[src/rtl/mii4b5b_pkg.sv]
package mii4b5b_pkg;
  localparam int NIB_W = 4;
  localparam int GRP_W = 5;

  typedef logic [NIB_W-1:0] nib_t;
  typedef logic [GRP_W-1:0] grp_t;

  localparam grp_t G_IDLE = 5'b11111;
  localparam grp_t G_J    = 5'b11000;
  localparam grp_t G_K    = 5'b10001;
  localparam grp_t G_T    = 5'b01101;
  localparam grp_t G_R    = 5'b00111;
  localparam grp_t G_H    = 5'b00100;

  // what the line currently carries
  typedef enum logic [2:0] {
    LN_IDLE, LN_J, LN_K, LN_DATA, LN_T, LN_R
  } line_st_e;

  function automatic grp_t enc_nib(nib_t n);
    grp_t g;
    case (n)
      4'h0: g = 5'b11110;
      4'h1: g = 5'b01001;
      4'h2: g = 5'b10100;
      4'h3: g = 5'b10101;
      4'h4: g = 5'b01010;
      4'h5: g = 5'b01011;
      4'h6: g = 5'b01110;
      4'h7: g = 5'b01111;
      4'h8: g = 5'b10010;
      4'h9: g = 5'b10011;
      4'hA: g = 5'b10110;
      4'hB: g = 5'b10111;
      4'hC: g = 5'b11010;
      4'hD: g = 5'b11011;
      4'hE: g = 5'b11100;
      default: g = 5'b11101;
    endcase
    return g;
  endfunction
endpackage

[src/rtl/mii4b5b_enc.sv]
module mii4b5b_enc
  import mii4b5b_pkg::*;
(
  input  nib_t nib_i,
  input  logic err_i,
  output grp_t grp_o
);
  assign grp_o = err_i ? G_H : enc_nib(nib_i);
endmodule

[src/rtl/mii4b5b_pacer.sv]
module mii4b5b_pacer (
  input  logic clk,
  input  logic rst_n,
  input  logic run_i,
  input  logic busy_i,
  output logic rdy_o,
  output logic samp_o
);
  logic rdy_q, samp_q;

  always_ff @(posedge clk or negedge rst_n) begin
    if (!rst_n) begin
      rdy_q  <= 1'b0;
      samp_q <= 1'b0;
    end else begin
      rdy_q  <= run_i && !rdy_q && !busy_i;
      samp_q <= rdy_q;
    end
  end

  assign rdy_o  = rdy_q;
  assign samp_o = samp_q;
endmodule

[src/rtl/mii4b5b_fsm.sv]
module mii4b5b_fsm
  import mii4b5b_pkg::*;
(
  input  logic clk,
  input  logic rst_n,
  input  logic en_i,
  input  logic samp_i,
  input  grp_t grp_i,
  output logic run_o,
  output logic accept_o,
  output logic close_o,
  output grp_t code_o
);
  line_st_e st_q, st_n;
  grp_t     code_q, code_n;

  assign accept_o = (st_q == LN_DATA) && samp_i && en_i;
  assign close_o  = (st_q == LN_DATA) && samp_i && !en_i;

  always_comb begin
    st_n   = st_q;
    code_n = code_q;
    case (st_q)
      LN_IDLE: if (en_i) begin st_n = LN_J; code_n = G_J; end
      LN_J:    begin st_n = LN_K; code_n = G_K; end
      LN_K:    st_n = LN_DATA;
      LN_DATA: begin
        if (accept_o) code_n = grp_i;
        else if (close_o) begin st_n = LN_T; code_n = G_T; end
      end
      LN_T:    begin st_n = LN_R; code_n = G_R; end
      LN_R:    begin st_n = LN_IDLE; code_n = G_IDLE; end
      default: begin st_n = LN_IDLE; code_n = G_IDLE; end
    endcase
  end

  always_ff @(posedge clk or negedge rst_n) begin
    if (!rst_n) begin
      st_q   <= LN_IDLE;
      code_q <= G_IDLE;
    end else begin
      st_q   <= st_n;
      code_q <= code_n;
    end
  end

  assign run_o  = (st_n == LN_DATA);
  assign code_o = code_q;
endmodule

[src/rtl/mii4b5b_tx.sv]
module mii4b5b_tx
  import mii4b5b_pkg::*;
(
  input  logic             clk,
  input  logic             rst_n,
  input  logic             mac_en,
  input  logic [NIB_W-1:0] mac_nib,
  input  logic             mac_err,
  input  logic             lnk_busy,
  output logic             mac_rdy,
  output logic [GRP_W-1:0] line_grp
);
  logic run_w, samp_w, accept_w, close_w;
  grp_t enc_w;

  mii4b5b_enc enc_i (
    .nib_i (mac_nib),
    .err_i (mac_err),
    .grp_o (enc_w)
  );

  mii4b5b_pacer pacer_i (
    .clk    (clk),
    .rst_n  (rst_n),
    .run_i  (run_w),
    .busy_i (lnk_busy),
    .rdy_o  (mac_rdy),
    .samp_o (samp_w)
  );

  mii4b5b_fsm fsm_i (
    .clk      (clk),
    .rst_n    (rst_n),
    .en_i     (mac_en),
    .samp_i   (samp_w),
    .grp_i    (enc_w),
    .run_o    (run_w),
    .accept_o (accept_w),
    .close_o  (close_w),
    .code_o   (line_grp)
  );
endmodule

[config.mk]
export PLATFORM = sky130hd
export DESIGN_NAME = mii4b5b_tx
export DESIGN_NICKNAME = d
export VERILOG_FILES = /design/src/rtl/mii4b5b_pkg.sv /design/src/rtl/mii4b5b_enc.sv /design/src/rtl/mii4b5b_pacer.sv /design/src/rtl/mii4b5b_fsm.sv /design/src/rtl/mii4b5b_tx.sv
export SDC_FILE = /design/constraint.sdc
export NUM_CORES = 1
export LEC_CHECK = 0
export ABC_AREA = 1
export BUFFER_PORTS_ARGS = -buffer_cell sky130_fd_sc_hd__buf_2
export CORE_MARGIN = 4
export CORE_UTILIZATION = 38
export DETAILED_ROUTE_END_ITERATION = 8
export SETUP_SLACK_MARGIN = 0.1
export SLEW_MARGIN = 20
export SYNTH_ARGS = -nofsm -noshare
export SYNTH_HDL_FRONTEND = slang
export SYNTH_HIERARCHICAL = 1
export SYNTH_SLANG_ARGS = --single-unit
[constraint.sdc]
create_clock -name clk -period 1.59 [get_ports clk]
set_input_delay 0.0795 -clock clk [delete_from_list [all_inputs] [get_ports clk]]
set_output_delay 0.0795 -clock clk [all_outputs]
set_load 0.01 [all_outputs]
; ---- Yosys cells after proc, flatten, opt, wreduce, memory -nomap -nowiden
; Memories as Yosys holds them, arrays and structs flattened.
; Cells that the tools add are included.
[classes]
n_addsub = 0
mul = 0
n_div = 0
magnitude_cmp = 0
n_eq_ne = 7
n_shift = 0
mux = 9
n_bitwise = 1
reduce_logical = 10
[ops]
columns = op, count
row1 = $pmux 5 s5, 1
row2 = $mux 5, 4
row3 = $pmux 3 s5, 1
row4 = $eq 3x2->1 const B, 3
row5 = $mux 3, 3
row6 = $logic_and 1x1->1, 5
row7 = $eq 3x1->1 const B, 1
row8 = $eq 3x3->1 const B, 1
row9 = $logic_not 1->1, 3
row10 = $logic_not 3->1, 1
row11 = $ne 3x3->1 const B, 1
row12 = $reduce_and 3->1, 1
row13 = $ne 2x2->1 const B, 1
row14 = $not 1->1, 1
[word_totals]
reg_bits = 10
latchBits = 0
ram_bits = 0
romBits = 80
out_inout_bits = 6
word_cells = 32
n_memories = 1
[mem_list]
columns = memory, depth, width, read_ports, rd_ports_with_merged_regs, wr, line
row1 = (no name shown), 16, 5, 1, 0, 0, mii4b5b_pkg.sv:22  ; case (n)

; ---- Logic depth before layout (Yosys ltp)
[logic_depth]
ltp_word = 9
ltp_mapped = 9

; ---- Hierarchy
; Netlist, hierarchy kept.
[modules_own_cells]
columns = mod, n_inst, cells_per_inst, area_each_um2, seq_area_each_um2
row1 = mii4b5b_fsm, 1, 68, 508.0, 206.4
row2 = mii4b5b_enc, 1, 19, 78.8, 0.0
row3 = mii4b5b_pacer, 1, 5, 63.8, 50.0

; ---- Worst setup path after synthesis
; OpenSTA, ideal clock, no wires.
[synth_timing]
path_kind = register to register
from = reg fsm_i.st_q[0]
to = reg pacer_i.rdy_q (netlist: pacer_i/rdy_o)
t_arrival_ns = 1.070
required_time_ns = 1.477
path_slack_ns = 0.408
stages_incl_launch_ff = 10
path_buffers = 0
cell_sequence = dfrtp_1 -> nand2_2 -> nor2_4 -> nand2_4 -> nor2_4 -> inv_2 -> nand2_1 -> o31ai_1 -> nand2_1 -> nor2_2
[synth_via]
elab_chain_len = 9
word_cells_on_any_way = 15
cone_classes = 5 x eq/ne / 4 x mux / 6 x reduce/logical
[synth_lines]
columns = element, line
row1 = "start, declared", mii4b5b_fsm.sv:14  ; line_st_e st_q, st_n;
row2 = "start signal, assigned", mii4b5b_fsm.sv:42  ; st_q <= st_n;
row3 = $eq 3x2->1, mii4b5b_fsm.sv:18  ; assign close_o = (st_q == LN_DATA) && samp_i && !en_i;
row4 = $logic_and 1x1->1 (2 in series), mii4b5b_fsm.sv:18
row5 = net close_w, mii4b5b_tx.sv:13  ; logic run_w, samp_w, accept_w, close_w;
row6 = $mux 3, mii4b5b_fsm.sv:29  ; else if (close_o) begin st_n = LN_T; code_n = G_T; end
row7 = $mux 3, mii4b5b_fsm.sv:28  ; if (accept_o) code_n = grp_i;
row8 = $pmux 3 s5, mii4b5b_fsm.sv:23  ; case (st_q)
row9 = $eq 3x2->1, mii4b5b_fsm.sv:47  ; assign run_o = (st_n == LN_DATA);
row10 = net run_w, mii4b5b_tx.sv:13
row11 = $logic_and 1x1->1 (2 in series), mii4b5b_pacer.sv:16  ; rdy_q <= run_i && !rdy_q && !busy_i;
row12 = "end signal, assigned", mii4b5b_pacer.sv:16
row13 = "end, declared", mii4b5b_pacer.sv:9  ; logic rdy_q, samp_q;
; The timed path passes the listed nets, and every way through them passes these cells.
; A chain may end at the register's enable or synchronous reset.

; ---- Worst setup path after layout
; Ends and elaborated chain as after synthesis.

==> metrics.md <==
| Metric | Value |
|---|---|
| Layout area overhead | `21.0%` |
| Chip height | `between 40 and 50 um` |
| CP peak stage delay | `approximately 0.44 ns` |
| Finished Core Util | `between 50% and 60%` |
| Die area | `about 2400 um2` |
| Startpoint types | `flip-flop` |
| Int Pwr | `roughly 0.00084 W` |
| Final Skew | `~0.0023 ns` |
| Ant diodes | `0` |
| EDFF count, synth | `0` |
| WL final | `1330 um` |
| Total clock sinks | `10` |
| Final Instance Area | `a little under 800 um2` |
| Clock network power share | `between 10% and 20%` |
| Reg power frac | `about a third` |
| Filler cells | `175` |
| Slowest-stage cell, CP | `dfrtp_1` |
| Combinational Power Share | `approximately 50%` |
| Kind of critical path | `reg -> reg` |
| Netlist cell types | `21` |
| First-pass GRT wire length | `approximately 2600 um` |
| Net Sw Frac | `around 43%` |
| Final min period | `between 1 and 1.5 ns` |
| Tightest Hold Check Type | `in -> reg` |
| Placement row count | `14` |
| Post-route clock period utilization | `between 80% and 90%` |
| Worst-Margin Slew | `between 0.2 and 0.25 ns` |
| Hold Fails Final Rpt | `0` |
| Status | `finished, final reports clean` |
| Final setup margin | `~0.26 ns` |
| WL/cell | `10.4 um` |
| Slew margin rel. | `between 80% and 90%` |
| Setup TNS | `0 ns` |
| Clk Latency, worst-skew pair | `between 0.2 and 0.3 ns` |
| Core area | `between 1500 and 2000 um2` |
| Nets@finish | `between 100 and 150` |
| Top FF cell, synth | `dfstp_2` |
| Avg Cell Area, Syn | `about 7.1 um2` |
| Count of max-cap constraint violations | `0` |
| Register area share after synthesis | `approximately 39%` |
| Pwr dens | `between 1500 and 2000 nW/um2` |
| CP max FO | `7` |
| Number of global-route vias before repair | `just under 600` |
| Die width | `roughly 49 um` |
| Psw | `0.000650 W` |
| Crit-path leading delay family | `simple AND/OR/NAND/NOR gates` |
| Most frequent cells in the layout | `27 x nand2_1, 15 x inv_1, 14 x buf_2, 12 x nor2_1, 5 x dfstp_2` |
| Max clock buf depth | `2` |
| DP Wirelength | `about 1100 um` |
| Post-synth ARST share | `between 90% and 100%` |
| Clk root buf | `clkbuf_4` |
| IR drop worst, VDD | `between 0.9 and 1 mV` |
| CTS tree | `built` |
| TritonCTS Buffers | `3` |
| Total power | `roughly 0.0015 W` |
| Synthesized net count | `101` |
| DR pass1 iterations | `4` |
| Vias per inst | `~4.8` |
| Leak pwr | `~0.42 nW` |
| Fraction of layout cells with a size suffix above 1 | `between 20% and 30%` |
| RSZ-0062 raised after global routing | `false` |
| CP cell instances | `nand2_2 > nor2_4 > nand2_4 > nor2_4 > inv_2 > nand2_1 > o31ai_1 > nand2_1 > nor2_2` |
| Post-route antenna net violation count | `0` |
| Commonest non-fill, non-tap cell in the layout | `nand2_1` |
| Input/output buffers | `14` |
| All-Layer GR Usage | `13.3%` |
| Fmax | `~750 MHz` |
| Post-synthesis cell area | `roughly 650 um2` |
| Placed cell areas | `729 um2` |
| Arrival time worst endpoint | `between 1 and 1.5 ns` |
| Req. time, crit path | `1.75 ns` |
| CTS HTree Levels | `1` |
| Initial DRC Count | `6` |
| Place WS | `0.272 ns` |
| GPL Wtd Cong | `0.871` |
| CP bufs+invs | `1` |
| Starting Density | `41.7%` |
| I/O Pins | `15` |
| Clock-pin slew on the worst setup and hold paths | `0.06 ns` |
| Crit. End Element | `flip-flop` |
| Drt drc | `0` |
| Syn Inst Count | `92` |
| Final slew viol count | `0` |
| Warnings, synthesis | `6` |
| Antenna violations before repair | `0` |
| Total grt overflow | `0` |
| #FFs+latches synth | `10` |
| Setup violations, final | `0` |
| Largest net degree at the start of global routing | `11` |
| Via count of the routed design | `605` |
power groups by stage:
| stage | sequential, W | clock, W | combinational, W |
|---|---|---|---|
| final | 0.000526 | 0.000221 | 0.000747 |
| after detailed placement | 0.000532 | 0 | 0.000742 |
| after global routing | 0.000554 | 0.000247 | 0.000872 |
| after floorplan | 0.000543 | 0 | 0.000541 |
| after CTS | 0.000528 | 0.000233 | 0.000753 |
| after global placement | 0.000530 | 0 | 0.000740 |
per-stage QoR:
| step | cells | hold slack [ns] |
|---|---|---|
| after global routing | 127 | 0.185 |
| final | 127 | 0.169 |
| after CTS | 127 | 0.156 |
| after floorplan | 92 | -0.216 |
| after detailed placement | 121 | -0.0526 |
| after global placement | 121 | -0.0527 |
area by class of cell:
| type | instances | area (um2) | area share (%) |
|---|---|---|---|
| Tap cell | 16 | 20.0 | 2.54 |
| Inverter | 16 | 60.1 | 7.63 |
| Sequential cell | 10 | 258 | 32.8 |
| Clock buffer | 4 | 36.3 | 4.61 |
| Multi-Input combinational cell | 65 | 323 | 41.0 |
| Timing Repair Buffer | 16 | 90.1 | 11.4 |
logic make-up (layout without fill, tap and decap cells):
family | count (synthesis) | in the layout | synth area share [%]
AND/OR/NAND/NOR | 55 | 55 | 40.4
buffers and inverters | 17 | 36 | 11.0
AO/OA/AOI/OAI | 10 | 10 | 9.23
flip-flops | 10 | 10 | 39.4
sequential cells by signal (all words and copies together) (netlist names):
signal	flops
fsm_i/st_q	3
pacer_i/rdy_o	1
pacer_i/samp_o	1
fsm_i/code_o	5
final timing paths:
kind | from | end | slack, ns | cells past startpoint
max | fsm_i/st_q[0] | pacer_i/rdy_o | 0.26 | 9
min | mac_en | fsm_i/st_q[2] | 0.17 | 4
max reg2reg | fsm_i/st_q[0] | pacer_i/rdy_o | 0.26 | 9
min reg2reg | pacer_i/rdy_o | pacer_i/samp_o | 0.39 | 0
max in group asynchronous | rst_n | fsm_i/code_o[3] | 1.15 | 2
min in group asynchronous | rst_n | pacer_i/samp_o | 0.20 | 2
synth_stat cells (2+ instances only):
cell      instances  area share [%]
nand4_1           2             1.9
nand3_1           2             1.5
dfrtp_1           5              19
dfstp_2           5              20
o21ai_0           4             3.1
nand2_1          27              16
nor2_1           12             6.9
nor3_1            3             2.3
nand3b_1          2             2.3
inv_1            15             8.7
nor2_2            2             1.9
a21oi_1           2             1.5
nor2_4            3             5.2
per-layer routing:
| metal | GRT usage [%] | vias up | share of wire, % |
|---|---|---|---|
| li1 | - | 328 | - |
| met4 | 2.76 | 0 | 0 |
| met2 | 19.6 | 11 | 49 |
| met5 | 0 | - | 0 |
| met1 | 18.5 | 266 | 47 |
| met3 | 4.59 | 0 | 3.8 |
repair_timing:
action                                  in CTS  in global routing
hold endpoints to repair                    11                  0
hold buffers                                 2                  0
setup buffers                                0                  0
gates resized for setup                      0                  1
endpoints found under the setup margin       0                  2
worst register-to-register path, cell delays in order (launching register included):
cell	delay, ns
dfrtp_1	0.44
nand2_2	0.12
nor2_4	0.17
nand2_4	0.09
nor2_4	0.10
inv_2	0.04
nand2_1	0.07
o31ai_1	0.08
nand2_1	0.08
nor2_2	0.03
Note: power is estimated with default switching activity, not from simulation.
